<file path="src/rtl/perm_gather_pkg.sv">
package perm_gather_pkg;

  typedef enum logic {
    PH_FILL  = 1'b0,
    PH_DRAIN = 1'b1
  } phase_e;

endpackage

</file>
<file path="src/rtl/perm_rst_sync.sv">
module perm_rst_sync (
  input  logic clk,
  input  logic arst_n,
  output logic srst_n
);

  logic stage1_q;
  logic stage2_q;

  always_ff @(posedge clk or negedge arst_n) begin
    if (!arst_n) begin
      stage1_q <= 1'b0;
      stage2_q <= 1'b0;
    end else begin
      stage1_q <= 1'b1;
      stage2_q <= stage1_q;
    end
  end

  assign srst_n = stage2_q;

endmodule

</file>
<file path="src/rtl/perm_bank.sv">
module perm_bank #(
  parameter int DW = 16,
  parameter int AW = 4
) (
  input  logic          clk,
  input  logic          we,
  input  logic [AW-1:0] waddr,
  input  logic [DW-1:0] wdata,
  input  logic [AW-1:0] raddr,
  output logic [DW-1:0] rdata
);

  localparam int DEPTH = 1 << AW;

  logic [DW-1:0] store_q [DEPTH];

  always_ff @(posedge clk) begin
    if (we) begin
      store_q[waddr] <= wdata;
    end
  end

  assign rdata = store_q[raddr];

endmodule

</file>
<file path="src/rtl/perm_addr_gen.sv">
module perm_addr_gen #(
  parameter int LOG2N = 6,
  parameter int KLOG2 = 2
) (
  input  logic                        clk,
  input  logic                        rst_n,
  input  logic                        adv,
  output logic                        last,
  output logic [(1<<KLOG2)-1:0][LOG2N-1:0] lane_addr
);

  localparam int K     = 1 << KLOG2;
  localparam int N     = 1 << LOG2N;
  localparam int COL_W = LOG2N - KLOG2;

  logic [LOG2N-1:0] elem_q;
  logic [LOG2N-1:0] elem_d;
  logic [COL_W-1:0] col;

  // element counter advances by K per beat
  always_comb begin
    elem_d = elem_q;
    if (adv) begin
      elem_d = elem_q + LOG2N'(K);
    end
  end

  always_ff @(posedge clk or negedge rst_n) begin
    if (!rst_n) begin
      elem_q <= '0;
    end else if (adv) begin
      elem_q <= elem_d;
    end
  end

  assign last = (elem_q == LOG2N'(N - K));

  // column = floor(elem / K), done as a right shift
  assign col = COL_W'(elem_q >> KLOG2);

  for (genvar g = 0; g < K; g++) begin : g_lane
    localparam logic [LOG2N-1:0] ROW = LOG2N'(g);
    assign lane_addr[g] = (ROW << COL_W) | LOG2N'(col);
  end

endmodule

</file>
<file path="src/rtl/perm_gather.sv">
module perm_gather
  import perm_gather_pkg::*;
#(
  parameter int LOG2N = 6,
  parameter int KLOG2 = 2,
  parameter int DW    = 16
) (
  input  logic                      clk,
  input  logic                      rst_n,
  input  logic                      in_valid,
  output logic                      in_ready,
  input  logic [DW-1:0]             in_data,
  output logic                      out_valid,
  input  logic                      out_ready,
  output logic [(1<<KLOG2)*DW-1:0]  out_data
);

  localparam int K     = 1 << KLOG2;
  localparam int N     = 1 << LOG2N;
  localparam int COL_W = LOG2N - KLOG2;

  logic srst_n;

  perm_rst_sync u_rst (
    .clk    (clk),
    .arst_n (rst_n),
    .srst_n (srst_n)
  );

  phase_e           phase_q, phase_d;
  logic [LOG2N-1:0] wptr_q, wptr_d;
  logic             wr_fire;
  logic             rd_fire;
  logic             rd_last;
  logic [K-1:0][LOG2N-1:0] lane_addr;
  logic [KLOG2-1:0] wbank;
  logic [COL_W-1:0] wlocal;
  logic [DW-1:0]    bank_rdata [K];

  assign in_ready  = (phase_q == PH_FILL)  && srst_n;
  assign out_valid = (phase_q == PH_DRAIN) && srst_n;
  assign wr_fire   = in_valid && in_ready;
  assign rd_fire   = out_valid && out_ready;

  always_comb begin
    phase_d = phase_q;
    wptr_d  = wptr_q;
    if (wr_fire) begin
      wptr_d = wptr_q + 1'b1;
      if (wptr_q == LOG2N'(N - 1)) begin
        phase_d = PH_DRAIN;
      end
    end
    if (rd_fire && rd_last) begin
      phase_d = PH_FILL;
    end
  end

  always_ff @(posedge clk or negedge srst_n) begin
    if (!srst_n) begin
      phase_q <= PH_FILL;
      wptr_q  <= '0;
    end else begin
      phase_q <= phase_d;
      if (wr_fire) begin
        wptr_q <= wptr_d;
      end
    end
  end

  perm_addr_gen #(
    .LOG2N (LOG2N),
    .KLOG2 (KLOG2)
  ) u_addr (
    .clk       (clk),
    .rst_n     (srst_n),
    .adv       (rd_fire),
    .last      (rd_last),
    .lane_addr (lane_addr)
  );

  // write address: high bits pick the group bank, low bits the slot
  assign wbank  = KLOG2'(wptr_q >> COL_W);
  assign wlocal = wptr_q[COL_W-1:0];

  for (genvar b = 0; b < K; b++) begin : g_bank
    perm_bank #(
      .DW (DW),
      .AW (COL_W)
    ) u_bank (
      .clk   (clk),
      .we    (wr_fire && (wbank == KLOG2'(b))),
      .waddr (wlocal),
      .wdata (in_data),
      .raddr (lane_addr[b][COL_W-1:0]),
      .rdata (bank_rdata[b])
    );
  end

  for (genvar g = 0; g < K; g++) begin : g_out
    assign out_data[g*DW +: DW] = bank_rdata[lane_addr[g][LOG2N-1:COL_W]];
  end

endmodule

</file>
<file path="config.mk">
export PLATFORM = sky130hd
export DESIGN_NAME = perm_gather
export DESIGN_NICKNAME = d
export VERILOG_FILES = /design/src/rtl/perm_gather_pkg.sv /design/src/rtl/perm_rst_sync.sv /design/src/rtl/perm_bank.sv /design/src/rtl/perm_addr_gen.sv /design/src/rtl/perm_gather.sv
export SDC_FILE = /design/constraint.sdc
export NUM_CORES = 1
export LEC_CHECK = 0
export BUFFER_PORTS_ARGS = -buffer_cell sky130_fd_sc_hd__buf_2
export CORE_MARGIN = 8
export CORE_UTILIZATION = 30
export DETAILED_ROUTE_END_ITERATION = 10
export HOLD_SLACK_MARGIN = 0.12
export SYNTH_ARGS = -nofsm -noshare
export SYNTH_HDL_FRONTEND = slang
export SYNTH_SLANG_ARGS = --single-unit
export TNS_END_PERCENT = 5
</file>
<file path="constraint.sdc">
create_clock -name clk -period 2.09 [get_ports clk]
set_clock_uncertainty 0.05 [all_clocks]
set_input_delay 0.418 -clock clk [delete_from_list [all_inputs] [get_ports clk]]
set_output_delay 0.418 -clock clk [all_outputs]
set_load 0.01 [all_outputs]
</file>
# Word-level counts from Yosys, hierarchy flattened
# Memory sizes are Yosys's and may differ from the RTL's.
# Index checks and enable logic that the tools add are counted.
[totals] reg_bits=15 ram_bits=1024 n_memories=4
[classes] n_addsub=2 n_eq_ne=5 muxes=11 bitwise=1 n_reduce_logical=13
[memory_table] memory="g_bank[0].u_bank.store_q" words=16 word_bits=16 read_ports=1 rd_ports_with_merged_regs=0 write_ports=1 line_no="perm_bank.sv:15" source="logic [DW-1:0] store_q [DEPTH];"
[memory_table] memory="g_bank[1].u_bank.store_q" words=16 word_bits=16 read_ports=1 rd_ports_with_merged_regs=0 write_ports=1 line_no="perm_bank.sv:15"
[memory_table] memory="g_bank[2].u_bank.store_q" words=16 word_bits=16 read_ports=1 rd_ports_with_merged_regs=0 write_ports=1 line_no="perm_bank.sv:15"
[memory_table] memory="g_bank[3].u_bank.store_q" words=16 word_bits=16 read_ports=1 rd_ports_with_merged_regs=0 write_ports=1 line_no="perm_bank.sv:15"
[ops] operator="6-bit == test (second input constant)" count=2
[ops] operator="1-bit two-way mux" count=11
[ops] operator="1-bit logical AND" count=9
[ops] operator="6-bit by 1-bit adder with 6-bit output (second input constant)" count=1
[ops] operator="6-bit by 3-bit adder with 6-bit output (second input constant)" count=1
[ops] operator="2-bit == test (second input constant)" count=2
[ops] operator="2-bit nonzero test" count=2
[ops] operator="2-bit by 1-bit == test with 1-bit output (second input constant)" count=1
[ops] operator="2-bit zero test" count=1
[ops] operator="2-bit AND reduction" count=1
[ops] operator="1-bit NOT" count=1

# Depth between registers and ports, before layout
# Gate-level depths: netlist of run 1.
[depth] word_depth=6 ltp_mapped=7 depth_no_buf=4

# Modules after synthesis
# From an unflattened synthesis of run 1, not the netlist that was laid out.
[unflattened] hier_cells=1814 hier_area_um2=41345.9
[modules_own_cells] module="perm_bank" n_inst=4 cells_per_inst=416 area_each_um2=9723.1 seq_area_each_um2=7687.4
[modules_own_cells] module="perm_gather" n_inst=1 cells_per_inst=113 area_each_um2=2075.7 seq_area_each_um2=175.2
[modules_own_cells] module="perm_addr_gen" n_inst=1 cells_per_inst=34 area_each_um2=324.1 seq_area_each_um2=100.1
[modules_own_cells] module="perm_rst_sync" n_inst=1 cells_per_inst=3 area_each_um2=53.8 seq_area_each_um2=50.0

# Worst setup path before layout of run 1
# Ideal clock, no wire load.
[synth_timing] path_type="register -> register" from="register u_rst.stage2_q, in the netlist u_rst.srst_n" to="memory g_bank[0].u_bank.store_q[10][0] (enable)" arrival_ns=2.162 setup_slack_ns=-0.510 path_stages_with_launch=6 path_buffers=2 synth_period_minus_slack_ns=2.600 path_cell_list="dfrtp_1 > nand3b_1 > or3_1 > clkbuf_1 > clkbuf_1 > nor2_1"
[synth_between] elab_chain_len=5
[synth_lines] item="from (decl)" line_no="perm_rst_sync.sv:8" source="logic stage2_q;"
[synth_lines] item="from (signal assigned)" line_no="perm_rst_sync.sv:16" source="stage2_q <= stage1_q;"
[synth_lines] item="1-bit logical AND" line_no="perm_gather.sv:40" source="assign in_ready = (phase_q == PH_FILL) && srst_n;"
[synth_lines] item="1-bit logical AND" line_no="perm_gather.sv:42" source="assign wr_fire = in_valid && in_ready;"
[synth_lines] item="1-bit logical AND" line_no="perm_gather.sv:92" source=".we (wr_fire && (wbank == KLOG2'(b))),"
[synth_lines] item="1-bit two-way mux" line_no="perm_bank.sv:18" source="if (we) begin"
[synth_lines] item="1-bit two-way mux (implied by the code)" line_no="perm_bank.sv:19" source="store_q[waddr] <= wdata;"
[synth_lines] item="to (decl)" line_no="perm_bank.sv:15"
# No other way between the ends.

# Worst setup path in the final report of run 1
[layout_timing] from="register u_addr.elem_q[2]" to="output out_data[63]"
[layout_between] elab_chain_len=1
[layout_lines] item="from (decl)" line_no="perm_addr_gen.sv:16" source="logic [LOG2N-1:0] elem_q;"
[layout_lines] item="from (signal assigned)" line_no="perm_addr_gen.sv:32" source="elem_q <= elem_d;"
[layout_lines] item="memory 16 x 16 bit"
[layout_lines] item="to (decl)" line_no="perm_gather.sv:15" source="output logic [(1<<KLOG2)*DW-1:0] out_data"
# No other way between the ends.

==> summary.md, run 1 <==
| Metric | Value |
|---|---|
| Largest net degree at the start of global routing | 65 |
| Total gr overflow | 0 |
| Fin nets | 2172 |
| Cells on worst reg2reg path | 4 |
| Worst-Margin Slew | 1.28 ns |
| Routed vias | 19600 |
| WP data required | 1.62 ns |
| Setup crit start kind | flop |
| Core area | 133000 µm² |
| Top delay family on crit path | buffers and inverters |
| Final ANT Viol Nets | 0 |
| Synth Register Bits | 1037 |
| Design area | 49200 µm² |
| Most used cell, CP | buf_6 |
| Top post-synthesis cells by count | 1024 x edfxtp_1, 192 x mux2i_1, 177 x mux4_2, 69 x nor2_1 |
| Critical path arrival | 2.70 ns |
| DP Area | 45400 µm² |
| Hold WS | 0.210 ns |
| DRC marker count from the first detailed-route iteration | 1955 |
| P_leak | 14.6 nW |
| Most common cell in the synthesized netlist | edfxtp_1 |
| Fmax | 316 MHz |
| DR pass1 iterations | 5 |
| Async SR Flop Fraction | 0.0125 |
| Switching portion of total power | 0.210 |
| Root Buffer | clkbuf_16 |
| CTS tree | built |
| Number of CTS-inserted buffers | 93 |
| Worst setup EP type | primary output |
| Number of flops mapped to enable cells by yosys | 1024 |
| Synth top area share | 0.769 |
| P_sw | 0.00899 W |
| Pwr dens | 869 nW/µm² |
| Synth warn | 0 |
| Initial cell density of the core | 0.301 |
| H-tree depth | 3 |
| Final setup vio count | 64 |
| Gp weighted congestion | 0.740 |
| Post-synthesis sequential area ratio | 0.777 |
| Cell depth of the worst setup path | 8 |
| DRC Markers | 0 |
| Final period utilization | 1.52 |
| Standard-cell rows | 134 |
| PnR worst setup slack | -1.08 ns |
| Synthesis-to-finish area growth | 23.1% |
| Routed vias/inst | 4.92 |
| Chip height | 381 µm |
| Syn Area/Cell | 21.7 µm² |
| Post-Layout Cell Count | 3993 |
| Seq pwr share | 0.546 |
| Layout cells sized above 1 | 0.339 |
| Sum Neg Setup Slack | -62.49 ns |
| Rel. slew slack | 0.149 |
| Slowest stage delay, CP | 0.49 ns |
| Area contributors post-synth | edfxtp_1 77%, mux4_2 10%, mux2i_1 4.8% |
| CP Cell Sequence | buf_6 > buf_16 > buf_6 > mux4_2 > a32oi_1 > o21ai_1 > buf_4 > buf_6 |
| Gate power share | 0.043 |
| R2R Setup Slk | 0.06 ns |
| Place WS | -0.428 ns |
| CP Buf/Inv Count | 5 |
| Cell Int Power | 0.0338 W |
| Clock tree buffer depth | 3 |
| DRT Wirelength | 100000 µm |
| Clock power share | 0.411 |
| Clk_lat worst skew | 0.67 ns |
| Status | finished, violations left |
| GRT Overall Usage | 0.134 |
| Final count of hold timing violations | 0 |
| Routed length per instance | 25.1 µm |
| CTS Sinks | 1037 |
| Mapped Cells | 1845 |
| Post-Syn Area | 40000 µm² |
| Detailed placement HPWL | 58400 µm |
| Initial antenna violation count | 4 |
| Worst-path fanout max | 7 |
| Crit path time final | 3.17 ns |
| Reg clk slew, reported paths | 0.07 ns |
| Die Span X | 381 µm |
| Die area | 145000 µm² |
| Min-Delay Path Class | flop to async pin |
| Distinct cell type count after synthesis | 33 |
| Failing checks | negative setup slack |
| Unrepaired setup endpoints after global routing | true |
| IO buf count | 85 |
| Setup CP Type | flop to primary output |
| Commonest register cell after synthesis | edfxtp_1 |
| Slowest library cell on the worst path | dfrtp_4 |
| Max Cap Viol | 0 |
| I/O pin cnt | 86 |
| Cell accounting for the most synthesized area | edfxtp_1 |
| First-pass GRT wire length | 144000 µm |
| Max-slew violation count | 0 |
| Number of global-route vias before repair | 20500 |
| Dpl cells | 3804 |
| Peak supply drop | 0.552 mV |
| Synth Net Count | 1870 |
worst register-to-register path, delay by kind of cell, from the launching register on:
kind,cells,cell delay [ns]
flops,1,0.51
simple gates,3,0.92
buf+inv,1,0.21
per-stage QoR:
stage	power (W)	utilization
5_1_grt	0.0439	0.370
3_3_place_gp	0.0255	0.342
4_1_cts	0.0431	0.369
6_report	0.0428	0.370
3_5_place_dp	0.0256	0.342
2_1_floorplan	0.0246	-
final cells by class:
type / instances / area [µm²]
fill: 11900 / 83700
sequential: 1037 / 31100
multi-input combinational: 698 / 8840
inverter: 3 / 11.3
timing repair buffer: 314 / 3950
antenna: 2 / 5.00
clock buffer: 117 / 2500
clock inverter: 54 / 648
tap: 1768 / 2210
flip-flops by register name (all words and copies together) (netlist names):
signal and count:
wptr_q 6, g_bank.u_bank.store_q 1024, phase_q 1, u_rst.stage1_q 1, u_rst.srst_n 1, u_addr.elem_q 4
cells in the final DEF (no fill, tap or decap), types with 43 or more instances in the layout:
master        n
edfxtp_1   1024
mux2i_1     187
mux4_2      185
buf_12      121
clkbuf_16    94
buf_4        86
buf_2        77
a32oi_1      49
o21ai_1      46
a22oi_1      43
logic make-up after synthesis:
kind of cell | after synthesis | synth area share
compound gates | 194 | 0.0344
buf+inv | 110 | 0.0165
simple gates | 105 | 0.0109
fa+ha+maj | 5 | 0.00156
xor+xnor | 8 | 0.00175
flops | 1037 | 0.777
mux | 385 | 0.158
other cells | 1 | 0.0000938
repair_timing:
item	in CTS	in global routing
pin swaps	28	12
endpoints found under the setup margin	66	114
hold endpoints to repair	18	0
cloned	3	0
setup buffers	9	1
hold buffers	3	0
gates resized for setup	86	27
worst paths after layout:
kind                                   from                          endpoint
hold / removal                 u_rst.srst_n                  u_addr.elem_q[2]
setup / recovery           u_addr.elem_q[2]                      out_data[63]
hold reg to reg                u_rst.srst_n                  u_addr.elem_q[2]
min in group clk                   in_valid                         wptr_q[4]
max in group asynchronous             rst_n                      u_rst.srst_n
setup reg to reg                  wptr_q[3]  g_bank[3].u_bank.store_q[11][13]
routing by layer:
metal / up-vias / part of all wire / global-route usage
met1: 10600 / 0.43 / 0.176
met4: 2 / 0.021 / 0.0398
met3: 134 / 0.046 / 0.0190
li1: 8382 / - / -
met5: - / 0.00013 / 0
met2: 552 / 0.50 / 0.230
power groups by stage:
stage / clock (W) / combinational, W / sequential, W
2_1_floorplan: 0 / 0.000838 / 0.0238
3_3_place_gp: 0 / 0.00174 / 0.0238
3_5_place_dp: 0 / 0.00181 / 0.0238
4_1_cts: 0.0179 / 0.00185 / 0.0234
5_1_grt: 0.0186 / 0.00194 / 0.0234
6_report: 0.0176 / 0.00183 / 0.0234
Power figures use the tool's default switching activity.
==> run 2, diff against run 1 <==
- ABC_CLOCK_PERIOD_IN_PS: not set -> 2090
- CTS_BUF_LIST: not set -> sky130_fd_sc_hd__clkbuf_2
==> summary.md, run 2 (same netlist as run 1, synthesis figures left out) <==
| Metric | Value |
|---|---|
| Status | finished, violations left (unchanged) |
| Failing checks | negative setup slack (unchanged) |
| Peak supply drop | 0.628 mV (was 0.552 mV) |
| DRC Markers | 0 (unchanged) |
| Final setup vio count | 66 (was 64) |
| Reg clk slew, reported paths | 0.12 ns (was 0.07 ns) |
| Most common cell after layout, fill and taps aside | edfxtp_1 (unchanged) |
| Fin nets | 2358 (was 2172) |
| R2R Setup Slk | 0.06 ns (about the same) |
| Worst-Margin Slew | 1.02 ns (was 1.28 ns) |
| Clock tree buffer depth | 3 (unchanged) |
| Routed vias | 20700 (was 19600) |
| Most used cell, CP | buf_16 (was buf_6) |
| Routed vias/inst | 4.82 (was 4.92) |
| Max-slew violation count | 0 (unchanged) |
| Cell depth of the worst setup path | 6 (was 8) |
| First-pass GRT wire length | 148000 µm (was 144000 µm) |
| CTS tree | built (unchanged) |
| Initial antenna violation count | 5 (was 4) |
| GRT Overall Usage | 0.137 (was 0.134) |
| Dpl cells | 3804 (unchanged) |
| Clk_lat worst skew | 1.51 ns (was 0.67 ns) |
| Largest reg by FF count | g_bank.u_bank.store_q (unchanged) |
| PnR worst setup slack | -1.90 ns (was -1.08 ns) |
| Number of global-route vias before repair | 21900 (was 20500) |
| DR pass1 iterations | 5 (unchanged) |
| Worst-path fanout max | 18 (was 7) |
| Multi-input gate area | 8880 µm² (was 8840 µm²) |
| Final Util | 0.368 (was 0.370) |
| Core area | 133000 µm² (unchanged) |
| Detailed placement HPWL | 58400 µm (unchanged) |
| Root Buffer | clkbuf_2 (was clkbuf_16) |
| Die area | 145000 µm² (unchanged) |
| CP Buf/Inv Count | 3 (was 5) |
| GR Layer Usage met3 | 0.0323 (was 0.0190) |
| Worst r2r src | wptr_q[0] (was wptr_q[3]) |
| DRT Wirelength | 103000 µm (was 100000 µm) |
| Critical path arrival | 3.52 ns (was 2.70 ns) |
| Pwr dens | 785 nW/µm² (was 869 nW/µm²) |
| Routed length per instance | 23.9 µm (was 25.1 µm) |
| Slowest library cell on the worst path | mux4_1 (was dfrtp_4) |
| P_leak | 15.0 nW (was 14.6 nW) |
| Commonest cells after routing, fill and taps aside | 1024 x edfxtp_1, 320 x clkbuf_2, 188 x mux2i_1, 185 x mux4_2, 124 x buf_12 (was 1024 x edfxtp_1, 187 x mux2i_1, 185 x mux4_2, 121 x buf_12, 94 x clkbuf_16) |
| Layout cells sized above 1 | 0.391 (was 0.339) |
| Max FFs per register | 1024 (unchanged) |
| Met1 Track Usage GR | 0.174 (was 0.176) |
| Gp weighted congestion | 0.740 (unchanged) |
| Setup crit start kind | flop (unchanged) |
| Fmax | 251 MHz (was 316 MHz) |
| CP Cell Sequence | buf_16 > buf_16 > mux4_1 > a32oi_2 > o21ai_2 > buf_2 (was buf_6 > buf_16 > buf_6 > mux4_2 > a32oi_1 > o21ai_1 > buf_4 > buf_6) |
| Grt met2 use | 0.236 (was 0.230) |
| Worst flop-to-flop path endpoint | g_bank[3].u_bank.store_q[12][5] (was g_bank[3].u_bank.store_q[11][13]) |
| Worst setup EP type | primary output (unchanged) |
| Die Span X | 381 µm (unchanged) |
| Crit path time final | 3.99 ns (was 3.17 ns) |
| Largest regs | g_bank.u_bank.store_q: 1024 flops, wptr_q: 6 flops, u_addr.elem_q: 4 flops (unchanged) |
| Rel. slew slack | 0.320 (was 0.149) |
| CTS Sinks | 1037 (unchanged) |
| Top delay family on crit path | multiplexers (was buffers and inverters) |
| Final period utilization | 1.91 (was 1.52) |
| Setup crit end | out_data[43] (was out_data[63]) |
| Initial cell density of the core | 0.301 (unchanged) |
| Post-Layout Cell Count | 4298 (was 3993) |
| DRC marker count from the first detailed-route iteration | 1838 (was 1955) |
| Final ANT Viol Nets | 0 (unchanged) |
| Standard-cell rows | 134 (unchanged) |
| Max Cap Viol | 0 (unchanged) |
| Chip height | 381 µm (unchanged) |
| Storage cell area | 31100 µm² (unchanged) |
| Slowest stage delay, CP | 0.60 ns (was 0.49 ns) |
| Total gr overflow | 0 (unchanged) |
| Largest net degree at the start of global routing | 65 (unchanged) |
| Synthesis-to-finish area growth | 22.5% (was 23.1%) |
| I/O pin cnt | 86 (unchanged) |
| Setup CP Type | flop to primary output (unchanged) |
| Grt peak-use layer | met2 (unchanged) |
| Final count of hold timing violations | 0 (unchanged) |
| H-tree depth | 4 (was 3) |
| Number of CTS-inserted buffers | 229 (was 93) |
| Cells on worst reg2reg path | 5 (was 4) |
| WP data required | 1.62 ns (about the same) |
| Layout fillers | 12100 (was 11900) |
| IO buf count | 85 (unchanged) |
| Unrepaired setup endpoints after global routing | true (unchanged) |
| Crit path from | u_addr.elem_q[2] (unchanged) |
| Min-Delay Path Class | flop to async pin (unchanged) |
==> run 2: through the flow <==
stage	total power (W)	hold slack [ns]	area, µm²	TNS (ns)	worst slack [ns]
2_1_floorplan	0.0246	0.0684	40300	-73.58	-0.178
6_report	0.0385	0.198	49000	-118.29	-1.90
5_1_grt	0.0400	0.183	49000	-138.24	-2.18
3_3_place_gp	0.0255	0.160	45400	-20.93	-0.407
4_1_cts	0.0389	0.164	48700	-135.59	-2.16
3_5_place_dp	0.0256	0.159	45400	-21.22	-0.428
==> run 2: cell type report <==
type                    instances  area share
flip-flops and latches       1037       0.635
multi-input cells             698       0.181
repair buffers                364      0.0921
well taps                    1768      0.0452
clock buffers                 320      0.0327
clock inverters               101      0.0136
diodes                          7    0.000358
inverters                       3    0.000230
==> run 2: timing repair <==
item | 4_1_cts | 5_1_grt
gates cloned | 3 | 3
hold buffers | 43 | 0
pin swaps | 25 | 22
setup buffers | 8 | 11
setup endpoints to repair | 66 | 70
hold endpoints to repair | 2061 | 0
gates resized for setup | 85 | 39
==> run 2: where the power goes <==
part | total (W) | switching (W) | internal [W] | leakage, nW
combinational | 0.00191 | 0.00131 | 0.000606 | 3.98
sequential | 0.0234 | 0.000157 | 0.0232 | 9.37
clock | 0.0132 | 0.00785 | 0.00533 | 1.65
==> run 2: worst register-to-register path: stages (launching register included) <==
cell	delay (ns)
dfrtp_1	0.45
inv_1	0.14
ha_1	0.23
nand3_1	0.33
nor2_1	0.30
buf_12	0.20
==> run 2: worst min-delay path by stage <==
| stage | startpoint | endpoint | slack (ns) |
|---|---|---|---|
| 6_report | u_rst.srst_n | u_addr.elem_q[2] | 0.20 |
| 5_1_grt | in_data[9] | g_bank[2].u_bank.store_q[8][9] | 0.18 |
| 4_1_cts | in_data[9] | g_bank[2].u_bank.store_q[8][9] | 0.16 |
| 3_5_place_dp | rst_n | u_rst.stage1_q | 0.16 |
| 3_3_place_gp | rst_n | u_rst.stage1_q | 0.16 |
| 2_1_floorplan | u_rst.srst_n | phase_q | 0.07 |
==> run 2: metal layers <==
layer  share of wire  wire length (µm)  vias to the layer above
met1            0.42             43600                    11000
met2            0.51             52000                      614
li1                -                 -                     8953
met4           0.017              1790                        2
met5        0.000068                 7                        -
met3           0.051              5240                      129
